`config.mk`:
```
export PLATFORM = sky130hd
export DESIGN_NAME = uart_rxbuf_closer
export DESIGN_NICKNAME = d
export VERILOG_FILES = /design/src/rtl/rxbuf_pkg.sv /design/src/rtl/rxbuf_char_filter.sv /design/src/rtl/rxbuf_idle_counter.sv /design/src/rtl/rxbuf_close_arbiter.sv /design/src/rtl/uart_rxbuf_closer.sv
export SDC_FILE = /design/constraint.sdc
export NUM_CORES = 1
export LEC_CHECK = 0
export BUFFER_PORTS_ARGS = -buffer_cell sky130_fd_sc_hd__clkbuf_2
export CAP_MARGIN = 20
export CORE_UTILIZATION = 30
export DETAILED_ROUTE_END_ITERATION = 10
export PLACE_DENSITY = 0.58
export SYNTH_ARGS = -nofsm -noshare
export SYNTH_HDL_FRONTEND = slang
export SYNTH_SLANG_ARGS = --single-unit
```
`constraint.sdc`:
```
create_clock -name clk_i -period 2.8 [get_ports clk_i]
set_clock_uncertainty 0.15 [all_clocks]
set_input_delay 0.28 -clock clk_i [delete_from_list [all_inputs] [get_ports clk_i]]
set_output_delay 0.28 -clock clk_i [all_outputs]
set_load 0.005 [all_outputs]
```
`src/rtl/rxbuf_pkg.sv`:
```
package rxbuf_pkg;
  localparam int NUM_RSN  = 4;
  localparam int RSN_ERR  = 0;
  localparam int RSN_CTRL = 1;
  localparam int RSN_FULL = 2;
  localparam int RSN_IDLE = 3;
endpackage

```
`src/rtl/rxbuf_char_filter.sv`:
```
module rxbuf_char_filter #(
  parameter int DATA_W = 8
) (
  input  logic              valid_i,
  input  logic [DATA_W-1:0] data_i,
  input  logic [DATA_W-1:0] ctrl_i,
  input  logic              reject_i,
  input  logic              seven_bit_i,
  output logic              store_o,
  output logic              ctrl_close_o,
  output logic [DATA_W-1:0] data_o
);
  localparam int MSB = DATA_W - 1;

  logic [DATA_W-1:0] keep_mask;
  logic              match;

  always_comb begin
    keep_mask = '1;
    if (seven_bit_i) keep_mask[MSB] = 1'b0;
  end

  assign match        = ((data_i ^ ctrl_i) & keep_mask) == '0;
  assign data_o       = data_i & keep_mask;
  assign store_o      = valid_i & ~(match & reject_i);
  assign ctrl_close_o = valid_i & match & ~reject_i;
endmodule

```
`src/rtl/rxbuf_idle_counter.sv`:
```
module rxbuf_idle_counter #(
  parameter int IDLE_W = 8
) (
  input  logic              clk_i,
  input  logic              rst_ni,
  input  logic              tick_i,
  input  logic              char_i,
  input  logic              clear_i,
  input  logic [IDLE_W-1:0] max_i,
  output logic              expire_o
);
  logic [IDLE_W-1:0] cnt_q;
  logic [IDLE_W:0]   cnt_inc;

  assign cnt_inc  = {1'b0, cnt_q} + 1'b1;
  assign expire_o = tick_i & ~char_i & (max_i != '0) & (cnt_inc >= {1'b0, max_i});

  always_ff @(posedge clk_i or negedge rst_ni) begin
    if (!rst_ni)                   cnt_q <= '0;
    else if (char_i || clear_i)    cnt_q <= '0;
    else if (tick_i && cnt_q < max_i) cnt_q <= cnt_inc[IDLE_W-1:0];
  end
endmodule

```
`src/rtl/rxbuf_close_arbiter.sv`:
```
module rxbuf_close_arbiter #(
  parameter int N = 4
) (
  input  logic [N-1:0] req_i,
  output logic [N-1:0] gnt_o
);
  logic [N:0] seen;
  assign seen[0] = 1'b0;

  // lowest index wins
  for (genvar i = 0; i < N; i++) begin : g_prio
    assign gnt_o[i]  = req_i[i] & ~seen[i];
    assign seen[i+1] = seen[i] | req_i[i];
  end
endmodule

```
`src/rtl/uart_rxbuf_closer.sv`:
```
module uart_rxbuf_closer
  import rxbuf_pkg::*;
#(
  parameter int DATA_W = 8,
  parameter int CNT_W  = 8,
  parameter int IDLE_W = 8
) (
  input  logic              clk_i,
  input  logic              rst_ni,
  input  logic              char_valid_i,
  input  logic [DATA_W-1:0] char_data_i,
  input  logic              err_i,
  input  logic              idle_tick_i,
  input  logic [CNT_W-1:0]  cfg_buf_len_i,
  input  logic [DATA_W-1:0] cfg_ctrl_char_i,
  input  logic              cfg_reject_i,
  input  logic [IDLE_W-1:0] cfg_max_idle_i,
  input  logic              cfg_seven_bit_i,
  input  logic              irq_mask_i,
  output logic              wr_en_o,
  output logic [CNT_W-1:0]  wr_addr_o,
  output logic [DATA_W-1:0] wr_data_o,
  output logic              close_o,
  output logic [NUM_RSN-1:0] close_status_o,
  output logic [CNT_W-1:0]  close_count_o,
  output logic              irq_o
);
  logic              store, ctrl_close, idle_expire, close_now;
  logic [DATA_W-1:0] store_data;
  logic [CNT_W-1:0]  fill_q;
  logic [CNT_W:0]    new_cnt;
  logic [NUM_RSN-1:0] req, gnt;

  rxbuf_char_filter #(.DATA_W(DATA_W)) u_filter (
    .valid_i      (char_valid_i),
    .data_i       (char_data_i),
    .ctrl_i       (cfg_ctrl_char_i),
    .reject_i     (cfg_reject_i),
    .seven_bit_i  (cfg_seven_bit_i),
    .store_o      (store),
    .ctrl_close_o (ctrl_close),
    .data_o       (store_data)
  );

  rxbuf_idle_counter #(.IDLE_W(IDLE_W)) u_idle (
    .clk_i    (clk_i),
    .rst_ni   (rst_ni),
    .tick_i   (idle_tick_i),
    .char_i   (char_valid_i),
    .clear_i  (close_now),
    .max_i    (cfg_max_idle_i),
    .expire_o (idle_expire)
  );

  assign new_cnt = {1'b0, fill_q} + {{CNT_W{1'b0}}, store};

  always_comb begin
    req           = '0;
    req[RSN_ERR]  = err_i;
    req[RSN_CTRL] = ctrl_close;
    req[RSN_FULL] = store & (new_cnt >= {1'b0, cfg_buf_len_i});
    req[RSN_IDLE] = idle_expire & (fill_q != '0);
  end

  rxbuf_close_arbiter #(.N(NUM_RSN)) u_arb (
    .req_i (req),
    .gnt_o (gnt)
  );

  assign close_now = |req;

  always_ff @(posedge clk_i or negedge rst_ni) begin
    if (!rst_ni) begin
      fill_q         <= '0;
      wr_en_o        <= 1'b0;
      wr_addr_o      <= '0;
      wr_data_o      <= '0;
      close_o        <= 1'b0;
      close_status_o <= '0;
      close_count_o  <= '0;
      irq_o          <= 1'b0;
    end else begin
      fill_q         <= close_now ? '0 : new_cnt[CNT_W-1:0];
      wr_en_o        <= store;
      wr_addr_o      <= store ? fill_q : '0;
      wr_data_o      <= store ? store_data : '0;
      close_o        <= close_now;
      close_status_o <= gnt;
      close_count_o  <= close_now ? new_cnt[CNT_W-1:0] : '0;
      irq_o          <= close_now & ~irq_mask_i;
    end
  end
endmodule

```
Word-level counts from Yosys, hierarchy flattened
Cells that the tools add are included.
- register bits: 47
- input port bits: 40
- word-level logic and storage cells: 53
- add/subtract/negate cells: 2
- order comparisons: 3
- mux-type cells: 7
- bitwise logic cells: 25
- reductions and logical operators: 7
- operators with widths (kind ; number):
    2-to-1 mux 8 bit ; 6
    >= comparator 9 x 8 -> 1 bit ; 2
    bitwise AND 8 bit ; 2
    nonzero test 8 bit ; 2
    bitwise AND 1 bit ; 13
    adder 8 x 1 -> 9 bit ; 1
    adder 8 x 1 -> 9 bit, second input constant ; 1
    logical NOT 8 bit ; 1
    < comparator 8 bit ; 1
    XOR 8 bit ; 1
    inverter 1 bit ; 7
    OR reduction 4 bit ; 1
    bitwise OR 1 bit ; 2
    nonzero test 2 bit ; 1
    logical AND 1 bit ; 1
    logical OR 1 bit ; 1
    2-to-1 mux 1 bit ; 1

Logic depth before layout (Yosys ltp)
Gate-level depths: netlist of the first run.
- word-level depth: 12
- gate-level depth with buffers: 19

Modules after synthesis
Synthesis of the first run repeated with hierarchy kept, for this count alone.
- cells, all modules: 264
- area, all modules: 2666.3 um2
- modules (own cells, without submodules) (module ; times used ; cells each ; area each (um2)):
    uart_rxbuf_closer ; 1 ; 134 ; 1581.5
    rxbuf_idle_counter ; 1 ; 103 ; 878.3
    rxbuf_char_filter ; 1 ; 23 ; 170.2
    rxbuf_close_arbiter ; 1 ; 4 ; 36.3

Least setup slack after synthesis of the first run
Ideal clock, no wire load.
- path type: input-to-reg
- start point: input port cfg_ctrl_char_i[6]
- end point: register close_count_o[6]
- setup time: 66 ps
- arrival time: 3340 ps
- slack: -756 ps
- stages: 18
- cells stage by stage: xnor2_1 -> nand3_1 -> nor4_2 -> a21bo_2 -> inv_1 -> buf_2 -> ha_1 -> ha_1 -> nand3_1 -> nor2_1 -> xnor2_1 -> inv_1 -> ha_1 -> nand4_1 -> o311a_1 -> o211ai_4 -> buf_6 -> and2_1
- word-level cells in the longest chain between the ends: 11
- elaborated cells on any way between the ends: 13
- RTL lines (item ; line ; source):
    start, declared ; uart_rxbuf_closer.sv:15 ; input logic [DATA_W-1:0] cfg_ctrl_char_i,
    XOR 8 bit * ; rxbuf_char_filter.sv:23 ; assign match = ((data_i ^ ctrl_i) & keep_mask) == '0;
    bitwise AND 8 bit * ; rxbuf_char_filter.sv:23 ;
    logical NOT 8 bit * ; rxbuf_char_filter.sv:23 ;
    bitwise AND 1 bit * ; rxbuf_char_filter.sv:25 ; assign store_o = valid_i & ~(match & reject_i);
    inverter 1 bit * ; rxbuf_char_filter.sv:25 ;
    bitwise AND 1 bit * ; rxbuf_char_filter.sv:25 ;
    via store ; uart_rxbuf_closer.sv:28 ; logic store, ctrl_close, idle_expire, close_now;
    adder 8 x 1 -> 9 bit ; uart_rxbuf_closer.sv:55 ; assign new_cnt = {1'b0, fill_q} + {{CNT_W{1'b0}}, store};
    >= comparator 9 x 8 -> 1 bit ; uart_rxbuf_closer.sv:61 ; req[RSN_FULL] = store & (new_cnt >= {1'b0, cfg_buf_len_i});
    bitwise AND 1 bit * ; uart_rxbuf_closer.sv:61 ;
    OR reduction 4 bit * ; uart_rxbuf_closer.sv:70 ; assign close_now = |req;
    via close_now ; uart_rxbuf_closer.sv:28 ;
    2-to-1 mux 8 bit * ; uart_rxbuf_closer.sv:89 ; close_count_o <= close_now ? new_cnt[CNT_W-1:0] : '0;
    end signal, assigned ; uart_rxbuf_closer.sv:89 ;
    end, declared ; uart_rxbuf_closer.sv:25 ; output logic [CNT_W-1:0] close_count_o,
Mark *: on every way through the listed nets, which the timed path passes. The rest lies on a longest branch.
A chain may end at the register's enable or synchronous reset.

Worst setup path in the final report of the first run
- start point: input port char_data_i[7]
- end point: register close_count_o[4]
- word-level cells in the longest chain between the ends: 11
- elaborated cells on any way between the ends: 13
- RTL lines (item ; line ; source):
    start, declared ; uart_rxbuf_closer.sv:11 ; input logic [DATA_W-1:0] char_data_i,
    XOR 8 bit * ; rxbuf_char_filter.sv:23 ;
    bitwise AND 8 bit * ; rxbuf_char_filter.sv:23 ;
    logical NOT 8 bit * ; rxbuf_char_filter.sv:23 ;
    bitwise AND 1 bit ; rxbuf_char_filter.sv:25 ;
    inverter 1 bit ; rxbuf_char_filter.sv:25 ;
    bitwise AND 1 bit ; rxbuf_char_filter.sv:25 ;
    adder 8 x 1 -> 9 bit ; uart_rxbuf_closer.sv:55 ;
    >= comparator 9 x 8 -> 1 bit ; uart_rxbuf_closer.sv:61 ;
    bitwise AND 1 bit ; uart_rxbuf_closer.sv:61 ;
    OR reduction 4 bit ; uart_rxbuf_closer.sv:70 ;
    2-to-1 mux 8 bit * ; uart_rxbuf_closer.sv:89 ;
Every way passes the cells marked *; elsewhere a longest branch is shown, timed or not.

==> impl_metrics.toml, run 1 <==
[outcome]
outcome = "finished with violations"
violations = "setup timing"

[final_layout]
final_common_cell = "clkbuf_2"
antenna_cells = 0
syn2layout_area_growth_pct = 37.9
fin_area_um2 = 3550
fin_cells = 456
final_cell_mix = "clkbuf_2 (66), dfrtp_1 (47), buf_4 (26)"
fin_util = 0.430
finish.net_count = 417
layout-drive-gt1-share = 0.362

[clock_tree]
cts_root_buf = "clkbuf_8"
clkSlewWorstSetupHoldPaths_ns = 0.08
htreeDepth = 2
clkLatencyLatePin_ns = 0.30
max-clock-path-buffers = 2
numClockSinks = 47
numCtsBuffers = 5
cts_tree = "built"

[routing]
routedWlPerCell_um = 12.9
firstDrtPassIters = 4
vias_per_cell = 4.49
drcViolationCount = 0
drt_wl_total_um = 5900
ant_nets = 0
vias = 2048
drt_first_iter_violations = 49

[yosys]
ys_async_sr_fraction = 1.00
synth-main-ff-cell = "dfrtp_1"
syn-cell-area_um2 = 2570
synth.distinct_cells = 40
synth_cells = 246
syn_nets = 313
synth_enable_flop_cells = 0
ys_ff_latch = 47
synth.top_cell.area_share = 0.457
synth-seq-area-share = 0.457
post-synth-top-area-cell = "dfrtp_1"
avgSynthCellArea_um2 = 10.5
ys_warn_count = 0
synth.area.top_cells = "dfrtp_1 (46%), ha_1 (13%), xnor2_1 (5.4%)"

[placement]
dp_cells = 439
dpl-instance-area_um2 = 3260
io_buffers = 70
dp_slack_ns = -0.692
hpwl_um = 4580
routabilityCongestion = 0.830

[floorplan]
ios = 71
dieHeight_um = 94.6
initial_core_util = 0.312
rows = 33
dieWidth_um = 94.6
core-area_um2 = 8260
dieArea_um2 = 8950

[worst_setup_path]
worst-endpoint-required_ns = 2.84
cp-end-kind = "register"
cp_cell_sequence = "clkbuf_2, xnor2_2, o211ai_1, nor4_4, a21bo_2, inv_2, ha_4, and3_4, nand3_4, xnor2_1, ha_1, a21oi_1, nor2b_1, o21ai_1, o311a_1, o211ai_4, buf_12, and2_1"
slowest_stage = "ha_1"
rrSetupSlack_ns = 0.11
crit_buf_inv = 3
slowest_delay_ns = 0.30
start_kind = "primary input"
crit_type = "primary input to register"
path_delay_family = "compound AO/OA/AOI/OAI gates"
cp_data_arrival_time_ns = 3.14
crit_fanout = 18

[grt]
antenna_found_initial = 0
grt_max_degree = 36
grt.overflow.total = 0
grt_pass1_vias = 2016
grt_usage = 0.141
grt_pass1_wl_um = 9680

[run]
drv_cap = 0

[timing]
tightest_slew_ns = 0.895
setup_viol = 19
hold_viol = 0
drv_slew = 0
period_share = 1.11
max_freq_ghz = 0.323
setup_tns_ns = -5.07
max_slew_margin = 0.403
hold_ws_ns = 0.0646
period_minus_slack_ns = 3.10
rsz0062_at_grt = "yes"
worst_slack_ns = -0.300

[pwr]
power_mw = 1.31
power_leakage_nw = 1.87
peakVddDrop_v = 0.000200
power_density_nw_per_um2 = 369

[min_path]
hold_class = "primary input to register"
cell type report:
type / instances / area, um^2
fillers: 833 / 4710
repair buffers: 100 / 624
clock inverters: 1 / 5.00
flip-flops and latches: 47 / 1180
inverters: 26 / 97.6
well taps: 105 / 131
multi-input cells: 170 / 1440
clock buffers: 7 / 76.3
cells in the mapped netlist (2+ instances only):
cell	count
nand3_1	8
inv_1	26
o21ai_0	2
o2111ai_1	2
nor4_1	4
buf_6	2
a211o_1	2
nand2_1	12
xnor2_1	16
ha_1	27
nor2_1	22
and3_1	2
o211ai_1	2
dfrtp_1	47
nor3b_1	2
xor2_1	11
and2_1	22
a21o_1	4
a211oi_1	2
a31oi_1	3
nand4_1	2
a21oi_1	3
nor2b_1	6
sequential cells by signal, indices dropped and copies added (netlist names):
name and cells:
wr_en_o 1, irq_o 1, close_status_o 4, wr_data_o 8, fill_q 8, close_o 1, close_count_o 8, u_idle.cnt_q 8
wr_addr_o 8
path summary, 6_finish.rpt:
check / from / endpoint / cells past startpoint
worst min-delay path: char_data_i[0] / wr_data_o[0]$_DFF_PN0_ / 2
worst max register to register: fill_q[0]$_DFF_PN0_ / close_count_o[4]$_DFF_PN0_ / 12
min in group asynchronous: rst_ni / close_count_o[4]$_DFF_PN0_ / 2
worst min register to register: fill_q[4]$_DFF_PN0_ / wr_addr_o[4]$_DFF_PN0_ / 1
max in group asynchronous: rst_ni / wr_addr_o[7]$_DFF_PN0_ / 3
worst max-delay path: char_data_i[7] / close_count_o[4]$_DFF_PN0_ / 18
cell families (layout without fill, tap and decap cells):
group                    count (synthesis)  in the layout  synth area share
adder cells (fa/ha/maj)                 27             27             0.131
buffers and inverters                   29            134            0.0486
flip-flops                              47             47             0.457
XOR/XNOR                                27             27            0.0919
multiplexers                             1              1           0.00389
AO/OA/AOI/OAI                           25             25            0.0778
AND/OR/NAND/NOR                         90             90             0.189
worst register-to-register path, stage by stage (launching register included):
cell      delay (ns)
dfrtp_1         0.40
ha_4            0.18
and3_4          0.20
nand3_4         0.09
xnor2_1         0.28
ha_1            0.30
a21oi_1         0.16
nor2b_1         0.06
o21ai_1         0.12
o311a_1         0.24
o211ai_4        0.11
buf_12          0.17
and2_1          0.13
what timing repair did:
action / in CTS / in global routing
buffers inserted: 3 / 3
setup endpoints to repair: 19 / 27
cloned: 0 / 0
pin swaps: 3 / 5
hold endpoints to repair: 35 / 0
resized for setup: 1 / 23
hold buffers: 3 / 0
per-layer routing:
metal / vias to the layer above / part of all wire / track usage
met2: 40 / 0.49 / 0.239
met1: 967 / 0.46 / 0.183
met4: 0 / 0.0095 / 0.0379
met3: 5 / 0.039 / 0.0290
met5: - / 0 / 0
li1: 1036 / - / -
report_power, final:
group / leakage, nW / switching, mW / total, mW / internal [mW]
logic: 1.19 / 0.101 / 0.208 / 0.107
registers: 0.636 / 0.0101 / 0.706 / 0.696
clock network: 0.0422 / 0.218 / 0.393 / 0.176
Power figures use the tool's default switching activity.
==> run 2: changes to the inputs <==
--- a/config.mk
+++ b/config.mk
@@ -9,7 +9,6 @@
 export CAP_MARGIN = 20
 export CORE_UTILIZATION = 30
 export DETAILED_ROUTE_END_ITERATION = 10
-export PLACE_DENSITY = 0.58
 export SYNTH_ARGS = -nofsm -noshare
 export SYNTH_HDL_FRONTEND = slang
 export SYNTH_SLANG_ARGS = --single-unit
==> run 2 against run 1 <==
Effect of this change:
- the run still ends with setup timing left
- via count rose by 0.98%
- sequential share of layout area fell by 1.7 points
- final cell count rose by 1.5%
- global-route usage rose by 0.26 points
- routed wire length rose by 6.1%
- cell area rose by 5.5%
- clock-buffer cell count fell by 1
- worst hold slack got worse by 0.015 ns
- largest cell class unchanged
- highest routed layer unchanged
==> impl_metrics.toml, run 2 (same netlist as run 1, synthesis figures left out) <==
[outcome]
outcome = "finished with violations"
violations = "setup timing"

[final_layout]
seqCellArea_um2 = 1180
final_cell_mix = "clkbuf_2 (64), dfrtp_1 (46), buf_4 (31)"
finish.net_count = 424
multi_input_area_um2 = 1510
fin_area_um2 = 3740
layout-drive-gt1-share = 0.413
num-fill-cells = 786
syn2layout_area_growth_pct = 45.5
antenna_cells = 0
final_common_cell = "clkbuf_2"

[worst_setup_path]
start_kind = "primary input"
crit_type = "primary input to register"
cp-end-kind = "register"
cp_data_arrival_time_ns = 3.27
slowest_stage = "o311a_1"
path_delay_family = "compound AO/OA/AOI/OAI gates"
cpMostUsedCell = "xnor2_2"
crit_buf_inv = 4
cp_cell_sequence = "buf_6, xnor2_2, o211ai_1, nor4_4, a21bo_2, inv_2, ha_4, and3_4, nand3_4, nor2_4, xnor2_2, inv_1, ha_1, nand4_1, o311a_1, o211ai_4, clkbuf_16, nor2_1"
worst-endpoint-required_ns = 2.84
rrSetupSlack_ns = -0.01
crit_fanout = 5
slowest_delay_ns = 0.39

[timing]
max_freq_ghz = 0.309
drv_slew = 0
max_slew_margin = 0.479
period_share = 1.15
setup_tns_ns = -7.17
rsz0062_at_grt = "yes"
tightest_slew_ns = 0.781
period_minus_slack_ns = 3.23
setup_viol = 19
hold_ws_ns = 0.0492
worst_slack_ns = -0.434
hold_viol = 0

[routing]
vias = 2068
firstDrtPassIters = 4
highest_layer = "met4"
drcViolationCount = 0
met2_length_um = 3110
met3WireLength_um = 211
drt_wl_total_um = 6260
ant_nets = 0
vias_per_cell = 4.47
wl_met1_um = 2870
routedWlPerCell_um = 13.5
drt_first_iter_violations = 29

[floorplan]
initial_core_util = 0.312
dieHeight_um = 94.6
dieWidth_um = 94.6
dieArea_um2 = 8950
ios = 71
rows = 33
core-area_um2 = 8260

[pwr]
peakVddDrop_v = 0.000228
power_leakage_nw = 1.96
power_density_nw_per_um2 = 386

[placement]
io_buffers = 70
hpwl_um = 4630
dpl-instance-area_um2 = 3300
routabilityCongestion = 0.782

[clock_tree]
clkLatencyLatePin_ns = 0.30
cts_tree = "built"
max-clock-path-buffers = 2
cts_root_buf = "clkbuf_8"
htreeDepth = 2
numClockSinks = 47
clkSlewWorstSetupHoldPaths_ns = 0.08
numCtsBuffers = 5

[grt]
grt.overflow.total = 0
antenna_found_initial = 0
grt_usage = 0.144
grt_pass1_wl_um = 9840
grt_pass1_vias = 2043
grt_max_degree = 32

[run]
drv_cap = 0

[min_path]
hold_class = "primary input to register"
[run 2: per-stage QoR]
stage               setup slack (ns)  utilization  cells  total power, mW
detailed placement            -0.751        0.400    444            0.913
finish                        -0.434        0.453    463             1.44
global route                  -0.634        0.453    463             1.52
floorplan                     -0.590            -    246            0.810
CTS                           -0.387        0.420    455             1.44
global placement              -0.650        0.400    444            0.909
[run 2: layout make-up]
cell class	count	area share
well taps	105	0.0351
flip-flops and latches	47	0.315
clock buffers	6	0.0221
multi-input cells	170	0.403
repair buffers	107	0.190
inverters	26	0.0261
clock inverters	2	0.00936
[run 2: where the power goes]
group / internal [mW] / total (mW) / switching (mW)
Sequential: 0.696 / 0.707 / 0.0109
Combinational: 0.116 / 0.225 / 0.109
Clock: 0.289 / 0.513 / 0.224
Total: 1.10 / 1.44 / 0.344
[run 2: layer usage]
layer | up-vias | GRT usage
met5 | - | 0
met4 | 0 | 0.0379
met3 | 7 | 0.0266
met2 | 40 | 0.234
met1 | 977 | 0.195
li1 | 1044 | -
[run 2: worst paths after layout]
check / endpoint / depth (start not counted) / startpoint
max in group asynchronous: wr_addr_o[3]$_DFF_PN0_ / 3 / rst_ni
worst min-delay path: wr_data_o[1]$_DFF_PN0_ / 2 / char_data_i[1]
min in group asynchronous: close_count_o[3]$_DFF_PN0_ / 2 / rst_ni
worst max-delay path: fill_q[6]$_DFF_PN0_ / 18 / char_data_i[7]
worst min register to register: wr_addr_o[0]$_DFF_PN0_ / 1 / fill_q[0]$_DFF_PN0_
worst max register to register: fill_q[6]$_DFF_PN0_ / 12 / fill_q[0]$_DFF_PN0_
[run 2: what timing repair did]
item,4_1_cts,5_1_grt
gates resized for setup,3,43
pin swaps,4,16
hold buffers,3,0
setup buffers,0,7
cloned,0,2
setup endpoints to repair,27,28
hold endpoints to repair,32,0
==> run 3: changes to the inputs <==
--- a/config.mk
+++ b/config.mk
@@ -8,6 +8,7 @@
 export BUFFER_PORTS_ARGS = -buffer_cell sky130_fd_sc_hd__clkbuf_2
 export CAP_MARGIN = 20
 export CORE_UTILIZATION = 30
+export CTS_BUF_LIST = sky130_fd_sc_hd__clkbuf_16
 export DETAILED_ROUTE_END_ITERATION = 10
 export SYNTH_ARGS = -nofsm -noshare
 export SYNTH_HDL_FRONTEND = slang
==> run 3 against run 2 <==
Effect of this change:
- sequential share of layout area decreased by 0.32 points
- first-iteration DRC count increased by 17%
- routed wire length decreased by 0.53%
- critical endpoint is now close_count_o[5]$_DFF_PN0_
- the run still ends with setup timing left
- clock power increased by 28%
- critical path depth unchanged
- non-clock buffer count unchanged
- utilization increased by 0.47 points
- largest power group unchanged
- maximum frequency decreased by 1.4%
- register-to-register slack about the same
- via count increased by 1.8%
==> impl_metrics.toml, run 3 (same netlist as run 1, synthesis figures left out) <==
[outcome]
outcome = "finished with violations"
violations = "setup timing"

[clock_tree]
htreeDepth = 2
clkSlewWorstSetupHoldPaths_ns = 0.06
cts_tree = "built"
max-clock-path-buffers = 2
numClockSinks = 47
clkLatencyLatePin_ns = 0.28
numCtsBuffers = 5
cts_root_buf = "clkbuf_16"

[pwr]
peakVddDrop_v = 0.000456
power_density_nw_per_um2 = 419
power_leakage_nw = 1.98
power_mw = 1.59

[routing]
drt_first_iter_violations = 34
vias_per_cell = 4.55
routedWlPerCell_um = 13.5
drt_wl_total_um = 6230
drcViolationCount = 0
firstDrtPassIters = 4
ant_nets = 0
vias = 2105

[worst_setup_path]
worst-endpoint-required_ns = 2.88
crit_type = "primary input to register"
cp-end-kind = "register"
slowest_stage = "o311a_1"
slowest_delay_ns = 0.39
crit_fanout = 5
rrSetupSlack_ns = -0.02
worstReg2RegEnd = "close_count_o[5]$_DFF_PN0_"
r2r-start = "fill_q[0]$_DFF_PN0_"
start_kind = "primary input"
cp-endpoint = "close_count_o[5]$_DFF_PN0_"
reg2regPathDepth = 12
crit_start = "char_data_i[7]"
cp_data_arrival_time_ns = 3.36
cpMostUsedCell = "xnor2_2"
cp_cell_sequence = "buf_6, xnor2_2, o211ai_1, nor4_4, a21bo_2, inv_2, ha_4, and3_4, nand3_4, nor2_4, xnor2_2, inv_1, ha_1, nand4_1, o311a_1, o211ai_4, clkbuf_16, and2_4"

[final_layout]
antenna_cells = 0
num-fill-cells = 778
fin_area_um2 = 3780
layout-drive-gt1-share = 0.416
multi_input_area_um2 = 1500
finish.net_count = 424
syn2layout_area_growth_pct = 47.0
final_cell_mix = "clkbuf_2 (64), dfrtp_1 (46), buf_4 (32)"
seqCellArea_um2 = 1180
fin_util = 0.458
fin_cells = 463
final_common_cell = "clkbuf_2"

[timing]
period_share = 1.17
max_slew_margin = 0.485
tightest_slew_ns = 0.773
drv_slew = 0
setup_viol = 19
max_freq_ghz = 0.305
period_minus_slack_ns = 3.28
rsz0062_at_grt = "yes"
worst_slack_ns = -0.480
hold_ws_ns = 0.0327
hold_viol = 0

[placement]
dp_cells = 444
dpl-instance-area_um2 = 3300
hpwl_um = 4630
io_buffers = 70
routabilityCongestion = 0.782

[floorplan]
dieWidth_um = 94.6
rows = 33
dieArea_um2 = 8950
ios = 71
core-area_um2 = 8260
dieHeight_um = 94.6
initial_core_util = 0.312

[min_path]
hold_class = "primary input to register"

[grt]
grt_pass1_wl_um = 9830
antenna_found_initial = 0
grt_usage = 0.143
grt.overflow.total = 0
grt_pass1_vias = 2055
grt_max_degree = 32

[run]
drv_cap = 0
==> run 3: area by class of cell <==
cell class                      count  share of cell area
Clock buffer                        5              0.0331
Clock inverter                      3              0.0103
Inverter                           26              0.0258
Multi-Input combinational cell    170               0.398
Sequential cell                    47               0.311
Tap cell                          105              0.0347
Timing Repair Buffer              107               0.187
==> run 3: how the worst min path moves through the flow <==
stage / startpoint / end / slack, ns / depth (start not counted)
finish: err_i / close_status_o[0]$_DFF_PN0_ / 0.03 / 1
global route: err_i / close_status_o[0]$_DFF_PN0_ / 0.03 / 1
CTS: err_i / close_status_o[0]$_DFF_PN0_ / 0.02 / 1
detailed placement: rst_ni / close_o$_DFF_PN0_ / 0.26 / 1
global placement: rst_ni / close_count_o[3]$_DFF_PN0_ / 0.24 / 1
floorplan: rst_ni / close_count_o[0]$_DFF_PN0_ / -0.17 / 0
==> run 3: layer usage <==
| layer | track usage | part of all wire |
|---|---|---|
| met4 | 0.0379 | 0.0092 |
| met3 | 0.0242 | 0.037 |
| met1 | 0.191 | 0.45 |
| met2 | 0.238 | 0.50 |
| met5 | 0 | 0 |
==> run 3: where the power goes <==
part	total (mW)	switching (mW)	internal (mW)	leakage [nW]
Clock	0.656	0.240	0.416	0.0812
Combinational	0.221	0.107	0.114	1.27
Sequential	0.708	0.0109	0.697	0.635
Total	1.59	0.358	1.23	1.98
==> run 3: stage by stage <==
step           worst slack, ns  setup TNS, ns
5_1_grt                 -0.658         -11.32
3_3_place_gp            -0.650         -11.90
2_1_floorplan           -0.590          -9.77
3_5_place_dp            -0.751         -13.48
6_report                -0.480          -7.74
4_1_cts                 -0.410          -6.86
==> run 3: repair_timing <==
action | in CTS | in global routing
endpoints found under the hold margin | 31 | 0
cloned | 0 | 2
resized for setup | 4 | 42
hold buffers | 2 | 0
setup endpoints to repair | 27 | 28
pin swaps | 4 | 15
buffers inserted | 1 | 7
==> run 3: critical path: cells and delay by family <==
kind	cells	cell delay (ns)
buffers and inverters	4	0.46
adders and majority gates	2	0.44
AOI/OAI and AO/OA	4	1.22
and+or+nand+nor	6	0.67
xor gates and xnor gates	2	0.25
